## config.mk

```make
export PLATFORM = sky130hd
export DESIGN_NAME = pwr_mode_seq
export DESIGN_NICKNAME = d
export VERILOG_FILES = /design/src/rtl/pwr_mode_seq.sv
export SDC_FILE = /design/constraint.sdc
export NUM_CORES = 1
export LEC_CHECK = 0
export BUFFER_PORTS_ARGS = -buffer_cell sky130_fd_sc_hd__buf_2
export CELL_PAD_IN_SITES_DETAIL_PLACEMENT = 1
export CELL_PAD_IN_SITES_GLOBAL_PLACEMENT = 1
export CORE_ASPECT_RATIO = 0.9
export CORE_UTILIZATION = 30
export DETAILED_ROUTE_END_ITERATION = 10
export GPL_TIMING_DRIVEN = 0
export PLACE_DENSITY_LB_ADDON = 0.1
export RECOVER_POWER = 25
export SETUP_SLACK_MARGIN = 0.05
export SLEW_MARGIN = 5
export SYNTH_ARGS = -nofsm -noshare
export SYNTH_HDL_FRONTEND = slang
export SYNTH_SLANG_ARGS = --single-unit
export TNS_END_PERCENT = 1
```

## constraint.sdc

```tcl
create_clock -name clk -period 2.6 [get_ports clk]
set_input_delay 0.26 -clock clk [delete_from_list [all_inputs] [get_ports clk]]
set_output_delay 0.26 -clock clk [all_outputs]
set_load 0.02 [all_outputs]
```

## src/rtl/pwr_mode_seq.sv

```systemverilog
module pwr_mode_seq #(
  parameter int TICK_DIV    = 4,
  parameter int DELAY_TICKS = 10
) (
  input  logic       clk,
  input  logic       rst_pin_n,
  input  logic       por_flag,
  input  logic       tsd_flag,
  input  logic       stby_exit,
  input  logic       boost_en,
  output logic [2:0] mode_code,
  output logic       ref_osc_en,
  output logic       boost_soft_en,
  output logic       boost_full_en
);

  localparam int PW = (TICK_DIV > 1) ? $clog2(TICK_DIV) : 1;
  localparam int DW = $clog2(DELAY_TICKS + 1);

  typedef enum logic [2:0] {
    M_RESET   = 3'd0,
    M_STANDBY = 3'd1,
    M_STARTUP = 3'd2,
    M_SOFT    = 3'd3,
    M_NORMAL  = 3'd4
  } mode_t;

  mode_t           state, nxt;
  logic [PW-1:0]   pre;
  logic [DW-1:0]   dly;
  logic            boost_run;

  wire hold_rst = !rst_pin_n || por_flag;
  wire active   = (state == M_STARTUP) || (state == M_SOFT) || (state == M_NORMAL);
  wire timed    = (state == M_STARTUP) || (state == M_SOFT);
  wire tick     = (pre == PW'(TICK_DIV - 1));
  wire done     = (dly == DW'(DELAY_TICKS));

  always_comb begin
    nxt = state;
    if (hold_rst)                      nxt = M_RESET;
    else if (state == M_RESET)         nxt = M_STANDBY;
    else if (!stby_exit)               nxt = M_STANDBY;
    else if (state == M_STANDBY)       nxt = M_STARTUP;
    else if (tsd_flag)                 nxt = M_STARTUP;
    else begin
      case (state)
        M_STARTUP: if (done) nxt = boost_en ? M_SOFT : M_NORMAL;
        M_SOFT:    if (!boost_en || done) nxt = M_NORMAL;
        M_NORMAL:  if (boost_en && !boost_run) nxt = M_SOFT;
        default:   nxt = M_STANDBY;
      endcase
    end
  end

  always_ff @(posedge clk) state <= nxt;

  wire restart = (nxt != state) || hold_rst || (nxt == M_STARTUP && tsd_flag);

  always_ff @(posedge clk) begin
    if (restart) begin
      pre <= '0;
      dly <= '0;
    end else if (timed) begin
      if (tick) begin
        pre <= '0;
        if (!done) dly <= dly + DW'(1);
      end else begin
        pre <= pre + PW'(1);
      end
    end
  end

  always_ff @(posedge clk) begin
    if (hold_rst || nxt != M_NORMAL)
      boost_run <= 1'b0;
    else if (state == M_SOFT)
      boost_run <= boost_en;
    else if (!boost_en)
      boost_run <= 1'b0;
  end

  assign mode_code     = state;
  assign ref_osc_en    = active;
  assign boost_soft_en = (state == M_SOFT);
  assign boost_full_en = boost_run;

endmodule

```

==> impl_results.md, run 1 <==
- Minimum clock period: 2.15 ns
- Drt pass-1 iters: 4
- Clock insertion delay at the later pin of the skew report: 0.27 ns
- Fin Setup TNS: 0 ns
- Largest net degree at the start of global routing: 11
- Cell taking the most area after synthesis: dfxtp_1
- Worst rel slew slack: 50.0%
- Nets: 112
- Final hold vios: 0
- Max cap viols: 0
- Initial DRC count: 15
- CP max stage cell: a2111o_1
- Async S/R FF share, synth: 0%
- Initial antenna violation count: 0
- Fin. max-slew vios: 0
- Avg Vias per Cell: 5.48
- Cell area after synthesis: 788 um2
- I/O Buffers: 11
- Vias: 712
- Top cells by count, synth: 10 x dfxtp_1, 7 x nor2_1, 6 x inv_1, 6 x nor4_1
- Worst-path clk slew: 0.07 ns
- Register area share after synthesis: 25.4%
- Clk pwr share: 42.7%
- Final setup viols: 0
- Required @ worst endpoint: 2.78 ns
- Post-DP HPWL: 1450 um
- Multi-input gate area: 517 um2
- Placed cells: 126
- Top cells by area, synth: dfxtp_1 25%, ha_1 4.8%, nor4_1 4.8%
- H-tree levels: 1
- Gr usage total: 15.1%
- Syn Area/Cell: 9.06 um2
- Sequential standard cell area: 200 um2
- RSZ-0062 raised after global routing: no
- Crit-path max cell delay: 0.48 ns
- Starting density of the core: 31.9%
- Fin area: 910 um2
- Routability congestion estimate: 0.779
- Row count: 17
- Synthesized instance count: 87
- Synth-to-Final Area Change: 15.4%
- Power consumption: 0.339 mW
- HP Class: input port to flop
- Fmax: 0.464 GHz
- Switching power: 0.0841 mW
- Post-Syn Nets: 96
- Die Wd: 56.0 um
- Worst R2R Path Depth: 7
- Post-route ant nets: 0
- Placed Area: 878 um2
- Post-synth EDFFs: 0
- Least-Margin Pin Slew: 0.743 ns
- CTS buffer count: 3
- Drt total wl: 1890 um
- GR Overflow Total: 0
- Logic pwr share: 11.4%
- Tcrit/Tclk final: 82.9%
- Filler cells: 306
- Pint: 0.255 mW
- Die Area: 2840 um2
- Share of cells above drive strength 1: 25.5%
- Cts repair resizes: 0
- Post-CTS Setup Bufs: 0
- CP Max Fanout: 6
- Clock root buffer: clkbuf_4
- Critical Path, Cell by Cell: inv_1 > ha_1 > and3b_1 > a32oi_1 > a2111o_1 > mux2i_4 > nor4_1
- Die Y: 50.6 um
- Area share of the largest cell type after synthesis: 25.4%
- P_leak: 0.359 nW
- # DRC: 0
- TritonCTS clock tree: yes
- Sink Count: 10
- Fin cells: 130
- WL/cell: 14.5 um
- Sw Share: 24.8%
- Top_reg_cell synth: dfxtp_1
- Outcome: finished clean
- Critical path class: flop to flop
- CP Data Arrival Time: 2.33 ns
- Seq cells post-synth: 10
- Cell variety after synth: 44
- Hold Path Stages: 3
- Peak supply drop: 0.235 mV
- PwrDens: 373 nW/um2
- Seq pwr share: 45.9%
- CTS Hold Bufs: 0
- Deepest clock path buffer count: 2
- Antenna diodes: 0
- Vias in the first global route: 672
- First-pass GRT wire length: 3210 um
- Ys Warns: 0
- Core area: 2470 um2
- Worst setup SP type: flop
- I/O Pins: 12
- Cell with the most instances after synthesis: dfxtp_1
- Setup Skew: 0.00565 ns
- Crit. End Element: flop
per-layer routing:
metal / share of wire (%) / up-vias / GRT usage, %
li1: - / 354 / -
met1: 53 / 344 / 19.2
met2: 42 / 10 / 23.6
met3: 3.6 / 4 / 5.41
met4: 1.1 / 0 / 4.88
met5: 0 / - / 0
worst max-delay path, delay by kind of cell (launching register included):
family,cells,cell delay [ns]
AO/OA/AOI/OAI,2,0.62
multiplexers,1,0.27
AND/OR/NAND/NOR,2,0.59
buffers and inverters,1,0.09
flip-flops,1,0.33
adder cells (fa/ha/maj),1,0.17
final cells by class:
class / instances / share of cell area, %
multi-input combinational: 67 / 56.8
sequential: 10 / 22.0
timing repair buffer: 11 / 5.50
buffer: 4 / 5.36
clock buffer: 4 / 3.99
tap: 28 / 3.85
inverter: 6 / 2.48
cell families after synthesis:
family                   synth area share [%]
AND/OR/NAND/NOR                          30.6
AO/OA/AOI/OAI                            20.3
buffers and inverters                    9.05
flip-flops                               25.4
XOR/XNOR                                 4.45
multiplexers                             5.40
adder cells (fa/ha/maj)                  4.76
sequential cells by signal, indices dropped and copies added, names as in the netlist:
register,cells
dly,4
mode_code,3
pre,2
boost_full_en,1
final timing paths:
| check | start | end | slack [ns] |
|---|---|---|---|
| max | dly[0]$_SDFFE_PP0P_ | dly[2]$_SDFFE_PP0P_ | 0.45 |
| min | boost_en | boost_full_en$_SDFFE_PP0P_ | 0.25 |
| max reg2reg | dly[0]$_SDFFE_PP0P_ | dly[2]$_SDFFE_PP0P_ | 0.45 |
| min reg2reg | pre[0]$_SDFFE_PP0N_ | pre[0]$_SDFFE_PP0N_ | 0.56 |
placed cells by master, fill, tap and decap left out, types with 2 or more instances in the layout:
| master | count |
|---|---|
| dfxtp_1 | 10 |
| nor2_1 | 7 |
| buf_2 | 7 |
| inv_1 | 6 |
| nor4_1 | 6 |
| clkbuf_1 | 4 |
| buf_6 | 3 |
| nor3_1 | 3 |
| xnor2_1 | 3 |
| o21ai_0 | 3 |
| a21oi_1 | 3 |
| nand3_1 | 3 |
| ha_1 | 3 |
| clkbuf_4 | 3 |
| nand2b_1 | 2 |
| nor2b_1 | 2 |
| nand2_1 | 2 |
| mux2i_1 | 2 |
power groups by stage:
stage / sequential, mW / clock, mW / combinational (mW)
global route: 0.156 / 0.163 / 0.0435
CTS: 0.156 / 0.153 / 0.0395
floorplan: 0.161 / 0 / 0.0255
finish: 0.156 / 0.145 / 0.0388
global placement: 0.159 / 0 / 0.0393
detailed placement: 0.159 / 0 / 0.0394
per-stage QoR:
stage / hold WS [ns] / util (%) / setup WS [ns]
detailed placement: 0.550 / 35.6 / 0.453
global placement: 0.533 / 35.6 / 0.475
floorplan: 0.396 / - / 0.633
finish: 0.254 / 36.9 / 0.445
CTS: 0.247 / 37.1 / 0.412
global route: 0.277 / 36.9 / 0.245
Note: power is estimated with default switching activity, not from simulation.
==> run 2, diff against run 1 <==
==> constraint.sdc (replaced) <==
create_clock -name clk -period 1.9 [get_ports clk]
set_input_delay 0.19 -clock clk [delete_from_list [all_inputs] [get_ports clk]]
set_output_delay 0.19 -clock clk [all_outputs]
set_load 0.02 [all_outputs]
==> run 2 against run 1 <==
Via count shrank 1.4%. Global-route usage increased by 0.32 points. Highest routed layer unchanged. Fmax grew 15%. Die area did not move. First-iteration DRC count increased by 27%. Wire length up 6.3%. Combinational power grew 45%. Core utilization up 2.7 points. Sequential power grew 37%.
==> impl_results.md, run 2 (synthesis results as in run 1) <==
- Outcome: finished clean
- Logic pwr share: 11.9% (+0.5 points)
- Reg2reg start: dly[0]$_SDFFE_PP0P_
- I/O Buffers: 11 (unchanged)
- Die Y: 50.6 um (unchanged)
- Pre-CTS WS: -0.246 ns (-0.699 ns)
- Fin. max-slew vios: 0 (unchanged)
- H-tree levels: 1 (unchanged)
- CP Max Fanout: 6 (unchanged)
- RSZ-0062 raised after global routing: yes
- Post-route ant nets: 0 (unchanged)
- Worst path depth: 7 (unchanged)
- Switching power: 0.121 mW (+44%)
- Starting density of the core: 31.9% (unchanged)
- Avg Vias per Cell: 5.24 (-4.3%)
- Tcrit/Tclk final: 98.8% (+16 points)
- CP Data Arrival Time: 2.07 ns (-0.26 ns)
- Most frequent cells in the layout: 9 x buf_2, 7 x nor2_1, 6 x dfxtp_1
- Required @ worst endpoint: 2.09 ns (-0.69 ns)
- P_leak: 0.390 nW (+8.6%)
- Core area: 2470 um2 (unchanged)
- Antenna diodes: 0 (unchanged)
- Most flop-heavy register: dly
- CTS buffer count: 3 (unchanged)
- Share of cells above drive strength 1: 39.6% (+14 points)
- Seq pwr share: 45.2% (-0.7 points)
- Worst R2R Path Depth: 7 (unchanged)
- I/O Pins: 12 (unchanged)
- Hold WS: 0.187 ns (-0.0670 ns)
- Setup slack after layout: 0.0222 ns (-0.423 ns)
- Clk pwr share: 42.9% (+0.2 points)
- Initial DRC count: 19 (+4)
- Synth-to-Final Area Change: 24.0%
- Final hold vios: 0 (unchanged)
- Minimum clock period: 1.88 ns (-0.277 ns)
- Deepest clock path buffer count: 2 (unchanged)
- WL/cell: 15.0 um (+3.1%)
- Post-DP HPWL: 1460 um (+0.81%)
- Hold Path Stages: 3 (unchanged)
- Peak supply drop: 0.347 mV (+48%)
- Worst setup startpoint: dly[0]$_SDFFE_PP0P_
- PwrDens: 483 nW/um2 (+29%)
- TritonCTS clock tree: yes
- Nets: 116 (+3.6%)
- Row count: 17 (unchanged)
- Top delay family on crit path: compound AO/OA/AOI/OAI gates
- Pint: 0.351 mW (+37%)
- CP max stage cell: a2111o_1
- # DRC: 0 (unchanged)
- Critical path class: flop to flop
- GR Overflow Total: 0 (unchanged)
- Final setup viols: 0 (unchanged)
- Most common cell after layout, fill and taps aside: buf_2
- Max cap viols: 0 (unchanged)
- First-pass GRT wire length: 3200 um (-0.22%)
- Worst-path clk slew: 0.07 ns (about the same)
- Placed Area: 881 um2 (+0.28%)
- Crit. End Element: flop
- Die Wd: 56.0 um (unchanged)
- Sink Count: 10 (unchanged)
- Fmax: 0.533 GHz (+15%)
- Initial antenna violation count: 0 (unchanged)
- Worst setup SP type: flop
- Vias: 702 (-1.4%)
- Fin area: 977 um2 (+7.4%)
- HP Class: input port to flop
- Sw Share: 25.7% (+0.89 points)
- Clock root buffer: clkbuf_4
- Filler cells: 303 (-0.98%)
- Worst min-delay path startpoint: boost_en
- Setup Skew: 0.00226 ns (-0.00339 ns)
- CP bufs+invs: 1 (unchanged)
- Routability congestion estimate: 0.779 (about the same)
- Gr usage total: 15.4% (+0.32 points)
- Critical Path, Cell by Cell: inv_2 > ha_4 > and3b_2 > o211ai_4 > a2111o_1 > mux2i_4 > nor4_1
- Clock insertion delay at the later pin of the skew report: 0.28 ns (about the same)
- Power consumption: 0.472 mW (+39%)
- Max reg flops: 4 (unchanged)
- Largest net degree at the start of global routing: 11 (unchanged)
- Least-Margin Pin Slew: 0.374 ns (-0.369 ns)
- Drt total wl: 2010 um (+6.3%)
- Die Area: 2840 um2 (unchanged)
- CTS Hold Bufs: 0 (unchanged)
- Crit-path max cell delay: 0.49 ns (about the same)
- Fin Setup TNS: 0 ns (unchanged)
- Vias in the first global route: 664 (-1.2%)
- Drt pass-1 iters: 4 (unchanged)
- Worst rel slew slack: 75.1% (+25 points)
- Reg2reg setup slack: 0.02 ns (-0.42 ns)
-- run 2: changes by cell type in the layout (fill, tap and decap cells not counted), sizes merged --
cell and delta:
clkbuf -2, buf +6
-- run 2: repair_timing --
| action | CTS | global route |
|---|---|---|
| pin swaps | 9 | 1 |
| resized for setup | 9 | 1 |
| setup endpoints to repair | 6 | 6 |
| hold endpoints to repair | 0 | 0 |
| buffers inserted | 3 | 1 |
-- run 2: tightest hold or removal path, cell delays in order --
cell and delay, ns:
buf_2 0.13, o21ai_0 0.07, nor2_1 0.04
-- run 2: power groups by stage --
stage | registers, mW | logic, mW | clock network (mW)
2_1_floorplan | 0.220 | 0.0348 | 0
3_3_place_gp | 0.218 | 0.0538 | 0
3_5_place_dp | 0.218 | 0.0542 | 0
4_1_cts | 0.213 | 0.0555 | 0.208
5_1_grt | 0.213 | 0.0616 | 0.218
6_report | 0.213 | 0.0563 | 0.202
-- run 2: layer usage --
| metal | share of wire [%] | GRT usage, % | vias up |
|---|---|---|---|
| li1 | - | - | 356 |
| met3 | 3.2 | 5.41 | 5 |
| met2 | 44 | 23.8 | 9 |
| met5 | 0 | 0 | - |
| met1 | 51 | 20.0 | 332 |
| met4 | 1.3 | 4.88 | 0 |
-- run 2: worst paths after layout --
| kind | end |
|---|---|
| setup / recovery | dly[3]$_SDFFE_PP0P_ |
| hold / removal | boost_full_en$_SDFFE_PP0P_ |
| setup reg to reg | dly[3]$_SDFFE_PP0P_ |
| hold reg to reg | pre[1]$_SDFFE_PP0N_ |
-- run 2: final cells by class --
cell class                      count  area (um2)  area share [%]
Buffer                              4        48.8            4.99
Clock buffer                        4        36.3            3.71
Inverter                            6        22.5            2.30
Timing Repair Buffer               15        82.6            8.45
Tap cell                           28        35.0            3.59
Multi-Input combinational cell     67         547            56.0
Sequential cell                    10         205            21.0
-- run 2: metrics by stage --
step | cells | util (%)
after floorplan | 87 | -
after global placement | 126 | 35.7
after detailed placement | 126 | 35.7
after CTS | 133 | 39.2
after global routing | 134 | 39.6
final | 134 | 39.6
==> run 3, diff against run 2 <==
--- a/config.mk
+++ b/config.mk
@@ -10,6 +10,7 @@
 export CELL_PAD_IN_SITES_GLOBAL_PLACEMENT = 1
 export CORE_ASPECT_RATIO = 0.9
 export CORE_UTILIZATION = 30
+export CTS_BUF_LIST = sky130_fd_sc_hd__clkbuf_8
 export DETAILED_ROUTE_END_ITERATION = 10
 export GPL_TIMING_DRIVEN = 0
 export PLACE_DENSITY_LB_ADDON = 0.1
==> run 3 against run 2 <==
Count of clock-buffer cells in the layout unchanged. Power up 15%. Flip-flop and latch count unchanged. Non-clock buffer count unchanged. Design area rose by 2.6%. Combinational power grew 0.7%. Critical path type unchanged. Highest routed layer unchanged.
==> impl_results.md, run 3 (synthesis results as in run 1) <==
- WL/cell: 15.1 um (+0.70%)
- Vias: 706 (+0.57%)
- Die Area: 2840 um2 (unchanged)
- Switching power: 0.124 mW (+2.7%)
- CTS Hold Bufs: 0 (unchanged)
- Setup slack after layout: 0.0227 ns (+0.000502 ns)
- TritonCTS clock tree: yes
- Row count: 17 (unchanged)
- Antenna diodes: 0 (unchanged)
- Outcome: finished clean
- Clock root buffer: clkbuf_8
- Most frequent cells in the layout: 10 x buf_2, 7 x nor2_1, 7 x dfxtp_1
- RSZ-0062 raised after global routing: yes
- Sequential standard cell area: 204 um2 (-0.61%)
- Tcrit/Tclk final: 98.8% (about the same)
- Gr usage total: 15.8% (+0.39 points)
- CP Data Arrival Time: 1.99 ns (-0.08 ns)
- Worst-path clk slew: 0.05 ns (-0.02 ns)
- PwrDens: 540 nW/um2 (+12%)
- I/O Pins: 12 (unchanged)
- Starting density of the core: 31.9% (unchanged)
- Final setup viols: 0 (unchanged)
- Most flop-heavy register: dly
- Final hold vios: 0 (unchanged)
- Drt pass-1 iters: 4 (unchanged)
- # DRC: 0 (unchanged)
- Crit. End Element: flop
- Max reg flops: 4 (unchanged)
- Required @ worst endpoint: 2.01 ns (-0.08 ns)
- Most common cell after layout, fill and taps aside: buf_2
- Least-Margin Pin Slew: 0.385 ns (+0.0116 ns)
- Critical path class: flop to flop
- Pint: 0.417 mW (+19%)
- Synth-to-Final Area Change: 27.1%
- Nets: 116 (unchanged)
- I/O Buffers: 11 (unchanged)
- Fin cells: 134 (unchanged)
- Worst setup SP type: flop
- Worst rel slew slack: 74.3% (-0.77 points)
- Share of cells above drive strength 1: 39.6% (unchanged)
- Initial DRC count: 9 (-10)
- Peak supply drop: 0.304 mV (-12%)
- P_leak: 0.400 nW (+2.5%)
- Minimum clock period: 1.88 ns (-0.000502 ns)
- HP Class: input port to flop
- Sink Count: 10 (unchanged)
- Multi-input gate area: 553 um2 (+1.1%)
- H-tree levels: 1 (unchanged)
- CTS buffer count: 3 (unchanged)
- Drt total wl: 2020 um (+0.70%)
- CP Max Fanout: 10 (+4)
- Logic pwr share: 10.5% (-1.4 points)
- Seq pwr share: 39.6% (-5.6 points)
- Sw Share: 23.0% (-2.7 points)
- GR Overflow Total: 0 (unchanged)
- Die Y: 50.6 um (unchanged)
- Fmax: 0.533 GHz (about the same)
- First-pass GRT wire length: 3290 um (+2.8%)
- Max cap viols: 0 (unchanged)
- Clk pwr share: 49.9% (+7.0 points)
- Placed cells: 126 (unchanged)
- Clock insertion delay at the later pin of the skew report: 0.24 ns (-0.04 ns)
- Setup Skew: 0.000905 ns (-0.00136 ns)
- Largest net degree at the start of global routing: 11 (unchanged)
- Avg Vias per Cell: 5.27 (+0.57%)
- Post-DP HPWL: 1460 um (unchanged)
- Post-route ant nets: 0 (unchanged)
- Deepest clock path buffer count: 2 (unchanged)
- Die Wd: 56.0 um (unchanged)
- Vias in the first global route: 675 (+1.7%)
- Fin. max-slew vios: 0 (unchanged)
- Core area: 2470 um2 (unchanged)
- Pre-CTS WS: -0.246 ns (unchanged)
- Routability congestion estimate: 0.779 (unchanged)
- Filler cells: 298 (-1.7%)
- Initial antenna violation count: 0 (unchanged)
## run 3: cell types whose count changed in the layout (fill, tap and decap cells not counted), sizes merged
cell    change
buf         +1
clkbuf      -1
## run 3: area by class of cell
type	instances	area share, %
inverter	6	2.25
clock buffer	4	5.49
timing repair buffer	15	8.36
buffer	4	4.87
multi-input combinational	67	55.2
sequential	10	20.3
tap	28	3.50
## run 3: path summary, 6_finish.rpt
| check | to | startpoint | slack (ns) | cells after the start |
|---|---|---|---|---|
| max | dly[3]$_SDFFE_PP0P_ | mode_code[1]$_DFF_P_ | 0.02 | 7 |
| min | boost_full_en$_SDFFE_PP0P_ | boost_en | 0.23 | 3 |
| max reg2reg | dly[3]$_SDFFE_PP0P_ | mode_code[1]$_DFF_P_ | 0.02 | 7 |
| min reg2reg | pre[1]$_SDFFE_PP0N_ | pre[1]$_SDFFE_PP0N_ | 0.54 | 2 |
## run 3: routing by layer
layer	share of wire, %	vias up	routed length (um)	GRT usage [%]
li1	-	358	-	-
met1	51	334	1030	20.8
met5	0	-	0	0
met2	45	12	900	24.8
met4	0.64	0	13	3.66
met3	3.9	2	79	5.41
## run 3: per-stage QoR
step	setup TNS (ns)	hold slack (ns)	utilization (%)	instance area, um2	total power, mW
floorplan	0	0.326	-	791	0.255
CTS	-0.337	0.231	40.2	992	0.548
global placement	-0.725	0.479	35.7	881	0.272
detailed placement	-1.18	0.485	35.7	881	0.272
global route	-0.289	0.263	40.6	1000	0.570
finish	0	0.233	40.6	1000	0.541
## run 3: power by group through the flow
stage	Sequential [mW]	Combinational [mW]	Clock, mW
after floorplan	0.220	0.0348	0
after global placement	0.218	0.0538	0
after detailed placement	0.218	0.0542	0
after CTS	0.214	0.0556	0.278
after global routing	0.214	0.0620	0.293
final	0.214	0.0567	0.270
## run 3: what timing repair did
action                     CTS  global route
gates resized for setup      9             1
pin swaps                    9             1
setup endpoints to repair    6             6
setup buffers                3             1
## run 3: critical path, cell delays in order, from the launching register on
cell,delay (ns)
dfxtp_2,0.32
buf_6,0.14
and2b_4,0.17
buf_8,0.13
o211ai_4,0.07
a2111o_1,0.49
mux2i_4,0.33
nor4_1,0.08
